**config.mk**
```make
export PLATFORM = sky130hd
export DESIGN_NAME = fpx_status
export DESIGN_NICKNAME = d
export VERILOG_FILES = /design/src/rtl/fpx_pkg.sv /design/src/rtl/fpx_flag_bank.sv /design/src/rtl/fpx_mask_reg.sv /design/src/rtl/fpx_report.sv /design/src/rtl/fpx_status.sv
export SDC_FILE = /design/constraint.sdc
export NUM_CORES = 1
export LEC_CHECK = 0
export BUFFER_PORTS_ARGS = -buffer_cell sky130_fd_sc_hd__buf_2
export CAP_MARGIN = 30
export CORE_MARGIN = 4
export CORE_UTILIZATION = 34
export DETAILED_ROUTE_END_ITERATION = 8
export GPL_TIMING_DRIVEN = 0
export PLACE_DENSITY_LB_ADDON = 0.25
export SETUP_SLACK_MARGIN = 0.4
export SLEW_MARGIN = 0
export SYNTH_ARGS = -nofsm -noshare
export SYNTH_HDL_FRONTEND = slang
export SYNTH_SLANG_ARGS = --single-unit
export TNS_END_PERCENT = 50
```
**constraint.sdc**
```tcl
create_clock -name clk -period 0.96 [get_ports clk]
set_clock_uncertainty 0.05 [all_clocks]
set_input_delay 0.096 -clock clk [delete_from_list [all_inputs] [get_ports clk]]
set_output_delay 0.096 -clock clk [all_outputs]
set_load 0.1 [all_outputs]
```
**src/rtl/fpx_pkg.sv**
```systemverilog
// Shared constants for the floating-point exception unit.
// Bit positions here are architectural: software decodes them.
package fpx_pkg;
    localparam int EXC_N = 6;     // number of exception classes
    localparam int STS_W = 8;     // status word width
    localparam int B_INV = 0;     // invalid operation
    localparam int B_DEN = 1;     // denormal operand
    localparam int B_ZDV = 2;     // divide by zero
    localparam int B_OVF = 3;     // overflow
    localparam int B_UNF = 4;     // underflow
    localparam int B_PRE = 5;     // inexact result
    localparam int B_STK = 6;     // stack fault
    localparam int B_SUM = 7;     // summary
endpackage

```
**src/rtl/fpx_flag_bank.sv**
```systemverilog
// Sticky exception flags plus the stack-fault qualifier.
// Assumes: condition pulses last one cycle; a pulse arriving together with
// a clear wins; stack faults fold into the invalid class at INV_BIT.
module fpx_flag_bank
    import fpx_pkg::*;
#(
    parameter int N       = EXC_N,
    parameter int INV_BIT = B_INV
) (
    input  logic         clk,
    input  logic         rst_n,
    input  logic [N-1:0] evt,
    input  logic         stk,
    input  logic         clr,
    output logic [N-1:0] flags,
    output logic         stk_flag
);
    logic [N-1:0] evt_eff;

    // Merge the stack-fault pulse into the invalid class.
    always_comb begin
        evt_eff          = evt;
        evt_eff[INV_BIT] = evt[INV_BIT] | stk;
    end

    // One sticky flop per class.
    for (genvar g = 0; g < N; g++) begin : g_flag
        always_ff @(posedge clk) begin
            if (!rst_n)          flags[g] <= 1'b0;
            else if (evt_eff[g]) flags[g] <= 1'b1;
            else if (clr)        flags[g] <= 1'b0;
        end
    end

    // Stack-fault qualifier: set only by a stack pulse, never by an operand fault.
    always_ff @(posedge clk) begin
        if (!rst_n)   stk_flag <= 1'b0;
        else if (stk) stk_flag <= 1'b1;
        else if (clr) stk_flag <= 1'b0;
    end

    a_r3_sticky: assert property (@(posedge clk) disable iff (!rst_n)
        !clr |=> ((flags & $past(flags)) == $past(flags)));
    a_r4_stack_sets: assert property (@(posedge clk) disable iff (!rst_n)
        stk |=> (flags[INV_BIT] && stk_flag));
    a_r5_stk_hold: assert property (@(posedge clk) disable iff (!rst_n)
        (!stk && !clr) |=> (stk_flag == $past(stk_flag)));
    a_r6_clear: assert property (@(posedge clk) disable iff (!rst_n)
        (clr && evt == '0 && !stk) |=> (flags == '0 && !stk_flag));
endmodule

```
**src/rtl/fpx_mask_reg.sv**
```systemverilog
// Control word holding one mask bit per exception class.
// Assumes: a write lands on the next edge; reset masks every class.
module fpx_mask_reg
    import fpx_pkg::*;
#(
    parameter int N = EXC_N
) (
    input  logic         clk,
    input  logic         rst_n,
    input  logic         we,
    input  logic [N-1:0] wdata,
    output logic [N-1:0] mask
);
    // Load on write, else hold; reset to all masked.
    always_ff @(posedge clk) begin
        if (!rst_n)  mask <= '1;
        else if (we) mask <= wdata;
    end

    a_r7_write: assert property (@(posedge clk) disable iff (!rst_n)
        we |=> (mask == $past(wdata)));
    a_r7_hold: assert property (@(posedge clk) disable iff (!rst_n)
        !we |=> $stable(mask));
endmodule

```
**src/rtl/fpx_report.sv**
```systemverilog
// Derives the summary/request bit and the same-cycle default-result indication.
// Assumes: flags and mask are registered; evt/stk are this cycle's raw pulses.
module fpx_report
    import fpx_pkg::*;
#(
    parameter int N       = EXC_N,
    parameter int INV_BIT = B_INV
) (
    input  logic [N-1:0] flags,
    input  logic [N-1:0] mask,
    input  logic [N-1:0] evt,
    input  logic         stk,
    output logic         summary,
    output logic [N-1:0] dflt
);
    logic [N-1:0] raised;

    // Summary: any set flag whose class is unmasked.
    always_comb summary = |(flags & ~mask);

    // Default result: a raised class that is masked.
    always_comb begin
        raised          = evt;
        raised[INV_BIT] = evt[INV_BIT] | stk;
        dflt            = raised & mask;
    end
endmodule

```
**src/rtl/fpx_status.sv**
```systemverilog
// Top of the floating-point exception unit: flags, masks, summary, request.
// Assumes: a synchronous active-low reset; register access is one cycle wide.
module fpx_status
    import fpx_pkg::*;
(
    input  logic             clk,
    input  logic             rst_n,
    input  logic [EXC_N-1:0] exc_evt,
    input  logic             stk_evt,
    input  logic             sts_clr,
    input  logic             ctl_we,
    input  logic [EXC_N-1:0] ctl_wdata,
    output logic [EXC_N-1:0] ctl_rdata,
    output logic [STS_W-1:0] sts_rdata,
    output logic             exc_irq,
    output logic [EXC_N-1:0] dflt_res
);
    logic [EXC_N-1:0] flags;
    logic [EXC_N-1:0] mask;
    logic             stk_flag;
    logic             summary;

    fpx_flag_bank #(.N(EXC_N), .INV_BIT(B_INV)) u_flags (
        .clk(clk), .rst_n(rst_n), .evt(exc_evt), .stk(stk_evt), .clr(sts_clr),
        .flags(flags), .stk_flag(stk_flag)
    );

    fpx_mask_reg #(.N(EXC_N)) u_mask (
        .clk(clk), .rst_n(rst_n), .we(ctl_we), .wdata(ctl_wdata), .mask(mask)
    );

    fpx_report #(.N(EXC_N), .INV_BIT(B_INV)) u_rep (
        .flags(flags), .mask(mask), .evt(exc_evt), .stk(stk_evt),
        .summary(summary), .dflt(dflt_res)
    );

    // Assemble the status word at its architectural positions.
    always_comb begin
        sts_rdata            = '0;
        sts_rdata[EXC_N-1:0] = flags;
        sts_rdata[B_STK]     = stk_flag;
        sts_rdata[B_SUM]     = summary;
    end

    // Control readback and request output.
    always_comb begin
        ctl_rdata = mask;
        exc_irq   = summary;
    end

    a_r8_irq_needs_flag: assert property (@(posedge clk) disable iff (!rst_n)
        exc_irq |-> (sts_rdata[EXC_N-1:0] != '0));
    a_r9_dflt_masked: assert property (@(posedge clk) disable iff (!rst_n)
        ((dflt_res & ~ctl_rdata) == '0));
    a_r1_reset_state: assert property (@(posedge clk)
        $rose(rst_n) |-> (ctl_rdata == '1 && sts_rdata == '0));
endmodule

```
* Word-level counts from Yosys, hierarchy flattened
Cells that the tools add are included.
Cells by class: muxes and demuxes 8, bitwise gates (word level) 4, reduce and logical (&&, ||, !) cells 8
Operator list (number):
- 2-bit nonzero test | 7
- 6-bit bitwise AND | 2
- 1-bit two-way mux | 8
- 6-bit inverter | 1
- 6-bit OR reduction | 1
- 1-bit OR | 1
Storage, ports and cells: flip-flop bits (word level) 13, logic and storage cells 28

* Depth between registers and ports, before layout
word-level depth 3, mapped depth 4

* Modules after synthesis
From an unflattened synthesis, not the netlist that was laid out.
Unflattened totals: cell total of the unflattened synthesis 58, area, all modules 553.0 sq um
Modules (own cells, without submodules):
- fpx_flag_bank | times used 1, cells each 21, area an instance 237.7 sq um
- fpx_mask_reg | times used 1, cells each 19, area an instance 214.0 sq um
- fpx_report | times used 1, cells each 16, area an instance 86.3 sq um
- fpx_status | times used 1, cells each 2, area an instance 15.0 sq um

* Least setup slack after synthesis
No wires, ideal clock.
path kind reg-to-output, start point register u_flags.flags[3], end point output port sts_rdata[7], arrival time 2397 ps, data required time 814 ps, slack -1583 ps, stages on the path, launching flop included 5, buffers on the path 1, path through dfxtp_1 inv_1 o22ai_1 or3_1 buf_4
Between the ends: cells in the longest elaborated chain, start to end 2
Ends and longest elaborated chain:
- start: declaration | line fpx_flag_bank.sv:15 | output logic [N-1:0] flags,
- start signal: indexed assignment | line fpx_flag_bank.sv:29 | if (!rst_n) flags[g] <= 1'b0;
- start signal: indexed assignment | line fpx_flag_bank.sv:30 | else if (evt_eff[g]) flags[g] <= 1'b1;
- start signal: indexed assignment | line fpx_flag_bank.sv:31 | else if (clr) flags[g] <= 1'b0;
- 6-bit bitwise AND | line fpx_report.sv:19 | always_comb summary = |(flags & ~mask);
- 6-bit OR reduction | line fpx_report.sv:19
- end: declaration | line fpx_status.sv:14 | output logic [STS_W-1:0] sts_rdata,
No other way between the ends.

* Worst setup path after layout
start point register u_flags.flags[5], end point output port sts_rdata[7]
Same word-level chain as after synthesis.

==> results.sh <==
export IMPL_fp_row_count=14
export IMPL_status="finished with violations"
export IMPL_grt_start_max_net_pins=11
export IMPL_syn_area_per_cell_um2=9.12
export IMPL_via_count=579
export IMPL_finalMaxSlewViolations=0
export IMPL_drive_gt1_share_pct=72.4
export IMPL_grt_overflow=0
export IMPL_nets=123
export IMPL_clockBufferDepth=2
export IMPL_synth_nets=76
export IMPL_start_kind="flop"
export IMPL_p_clk_share_pct=18.0
export IMPL_via_per_inst=4.79
export IMPL_dr_pass1_iters=4
export IMPL_rsz0062_at_grt="yes"
export IMPL_tightest_slew_ns=0.279
export IMPL_cp_required_ns=0.81
export IMPL_regArea_um2=307
export IMPL_gp_congestion=0.671
export IMPL_worstPathMaxFanout=2
export IMPL_clkTransAtPathRegs_ns=0.08
export IMPL_cp_data_arrival_time_ns=1.46
export IMPL_post_route_min_period_ns=1.60
export IMPL_netSwitchingFraction_pct=43.2
export IMPL_clock_latency_ns=0.28
export IMPL_root_buffer="clkbuf_4"
export IMPL_die_w_um=47.8
export IMPL_synth_distinct_cells=14
export IMPL_violations="negative hold slack, negative setup slack"
export IMPL_powerDensity_mw_per_mm2=1590
export IMPL_synthMuxAreaShare_pct=11.2
export IMPL_io_buffers=36
export IMPL_ys_warn_count=0
export IMPL_wl_um=1740
export IMPL_antenna_diode_count=0
export IMPL_cts_num_sinks=13
export IMPL_holdWs_ns=-0.0361
export IMPL_drv_cap=0
export IMPL_grt_pass1_wl_um=2410
export IMPL_io_pins=38
export IMPL_synthXorXnorAreaFrac_pct=0
export IMPL_min_path_type="in -> reg"
export IMPL_seq_area_frac_synth_pct=48.4
export IMPL_critPathCaptureType="output pin"
export IMPL_synth_seq_cells=13
export IMPL_wl_per_cell_um=14.4
export IMPL_netlist_instances=59
export IMPL_fin_setup_tns_ns=-2.97
export IMPL_power_switching_w=0.000830
export IMPL_start_util_pct=35.7
export IMPL_synth_top_family_by_area="simple AND/OR/NAND/NOR gates"
export IMPL_antenna_found_initial=0
export IMPL_relSlewSlack_pct=81.6
export IMPL_synth_compound_area_share_pct=14.9
export IMPL_yosys_area_share_simple_pct=16.7
export IMPL_ant_nets=0
export IMPL_drtIter0Drc=9
export IMPL_fin_crit_sh_pct=167
export IMPL_htreeDepth=1
export IMPL_yosys_area_share_adder_pct=0
export IMPL_leakage_nw=0.561
export IMPL_drc=0
export IMPL_cts_buffers=3
export IMPL_coreArea_mm2=0.00151
export IMPL_vdd_drop_max_mv=1.15
export IMPL_rrSetupSlack_ns=0.03
export IMPL_comb_power_share_pct=50.4
export IMPL_hold_viol_final=7
export IMPL_num_fill_cells=96
export IMPL_die_h_um=47.8
export IMPL_cts_tree="done"
export IMPL_min_path_cells=3
export IMPL_grt_pass1_vias=546
export IMPL_dieArea_mm2=0.00228
export IMPL_power_frac_seq_pct=31.5
export IMPL_grt_usage_pct=16.0
export IMPL_multi_input_area_um2=255
export IMPL_final_setup_viol_count=20
export IMPL_rr_worst_depth=4
export IMPL_power_internal_w=0.00109
export IMPL_setup_ws_ns=-0.642
export IMPL_timing_worst_setup_path_type="reg -> out"
export IMPL_synth_area_um2=538
export IMPL_timing_fmax_ghz=0.624
export IMPL_syn2layout_area_growth_pct=125
-- synthesized netlist by cell type (all sizes together) --
master,n,area share [%]
dfxtp,13,48
o21a,7,9.8
inv,6,4.2
mux2i,6,11
nand2,6,4.2
nor2,6,4.2
and2,5,6.0
buf,4,4.7
o22ai,3,3.5
nor2b,1,1.2
o31a,1,1.6
or3,1,1.2
-- layout make-up --
| cell class | count | area share [%] |
|---|---|---|
| clock buffer | 4 | 2.17 |
| timing repair buffer | 42 | 44.5 |
| inverter | 6 | 1.86 |
| multi-input combinational | 36 | 21.1 |
| tap | 16 | 1.65 |
| buffer | 4 | 3.41 |
| sequential | 13 | 25.3 |
-- final timing paths --
check	from	end
worst max-delay path	u_flags.flags[5]	sts_rdata[7]
worst min-delay path	ctl_wdata[4]	u_mask.mask[4]
worst max register to register	u_mask.mask[3]	u_mask.mask[3]
worst min register to register	u_mask.mask[4]	u_mask.mask[4]
-- power groups by stage --
| stage | clock network (W) | logic, W | registers [W] |
|---|---|---|---|
| after global placement | 0 | 0.000712 | 0.000601 |
| after CTS | 0.000353 | 0.000922 | 0.000606 |
| after detailed placement | 0 | 0.000715 | 0.000602 |
| final | 0.000347 | 0.000969 | 0.000606 |
| after global routing | 0.000384 | 0.000999 | 0.000610 |
| after floorplan | 0 | 0.000374 | 0.000833 |
-- metal layers --
metal	GRT usage [%]	wire (µm)	up-vias
met5	0	0	-
met4	4.84	20	0
met3	7.14	163	5
met2	28.2	921	29
met1	16.9	632	262
li1	-	-	283
-- state kept, by name, indices dropped and copies added (netlist names) --
register and cells:
u_flags.flags 6, u_flags.stk_flag 1, u_mask.mask 6
-- critical path, stage by stage (launching register included) --
cell     delay (ns)
dfxtp_4        0.35
inv_2          0.06
o22ai_2        0.07
or3_4          0.41
buf_12         0.13
buf_12         0.15
-- placed cells by master (no fill, tap or decap), types with 5 or more instances in the layout --
| cell | n |
|---|---|
| dfxtp_4 | 12 |
| buf_12 | 20 |
| inv_2 | 6 |
| o21a_1 | 7 |
| mux2i_1 | 6 |
| nor2_1 | 5 |
| and2_4 | 5 |
| buf_2 | 17 |
| nand2_1 | 6 |
| buf_6 | 5 |
-- what timing repair did --
item,CTS,global route
setup buffers,1,5
cloned,0,0
setup endpoints to repair,34,34
hold endpoints to repair,12,9
resized for setup,80,11
pin swaps,15,14
-- stage by stage --
step | utilization, % | power, W | worst slack, ns | instance area [µm²] | std cells
6_report | 80.3 | 0.00192 | -0.642 | 1210 | 121
3_5_place_dp | 53.7 | 0.00132 | -0.444 | 810 | 111
4_1_cts | 75.4 | 0.00188 | -0.635 | 1140 | 116
5_1_grt | 80.3 | 0.00199 | -0.694 | 1210 | 121
2_1_floorplan | - | 0.00121 | -0.611 | 609 | 59
3_3_place_gp | 53.7 | 0.00131 | -0.442 | 810 | 111
-- kinds of logic (layout without fill, tap and decap cells) --
family / after synthesis / after routing
and+or+nand+nor: 19 / 19
DFF: 13 / 13
AOI/OAI and AO/OA: 11 / 11
buffers and inverters: 10 / 56
muxes: 6 / 6
Power figures use the tool's default switching activity.
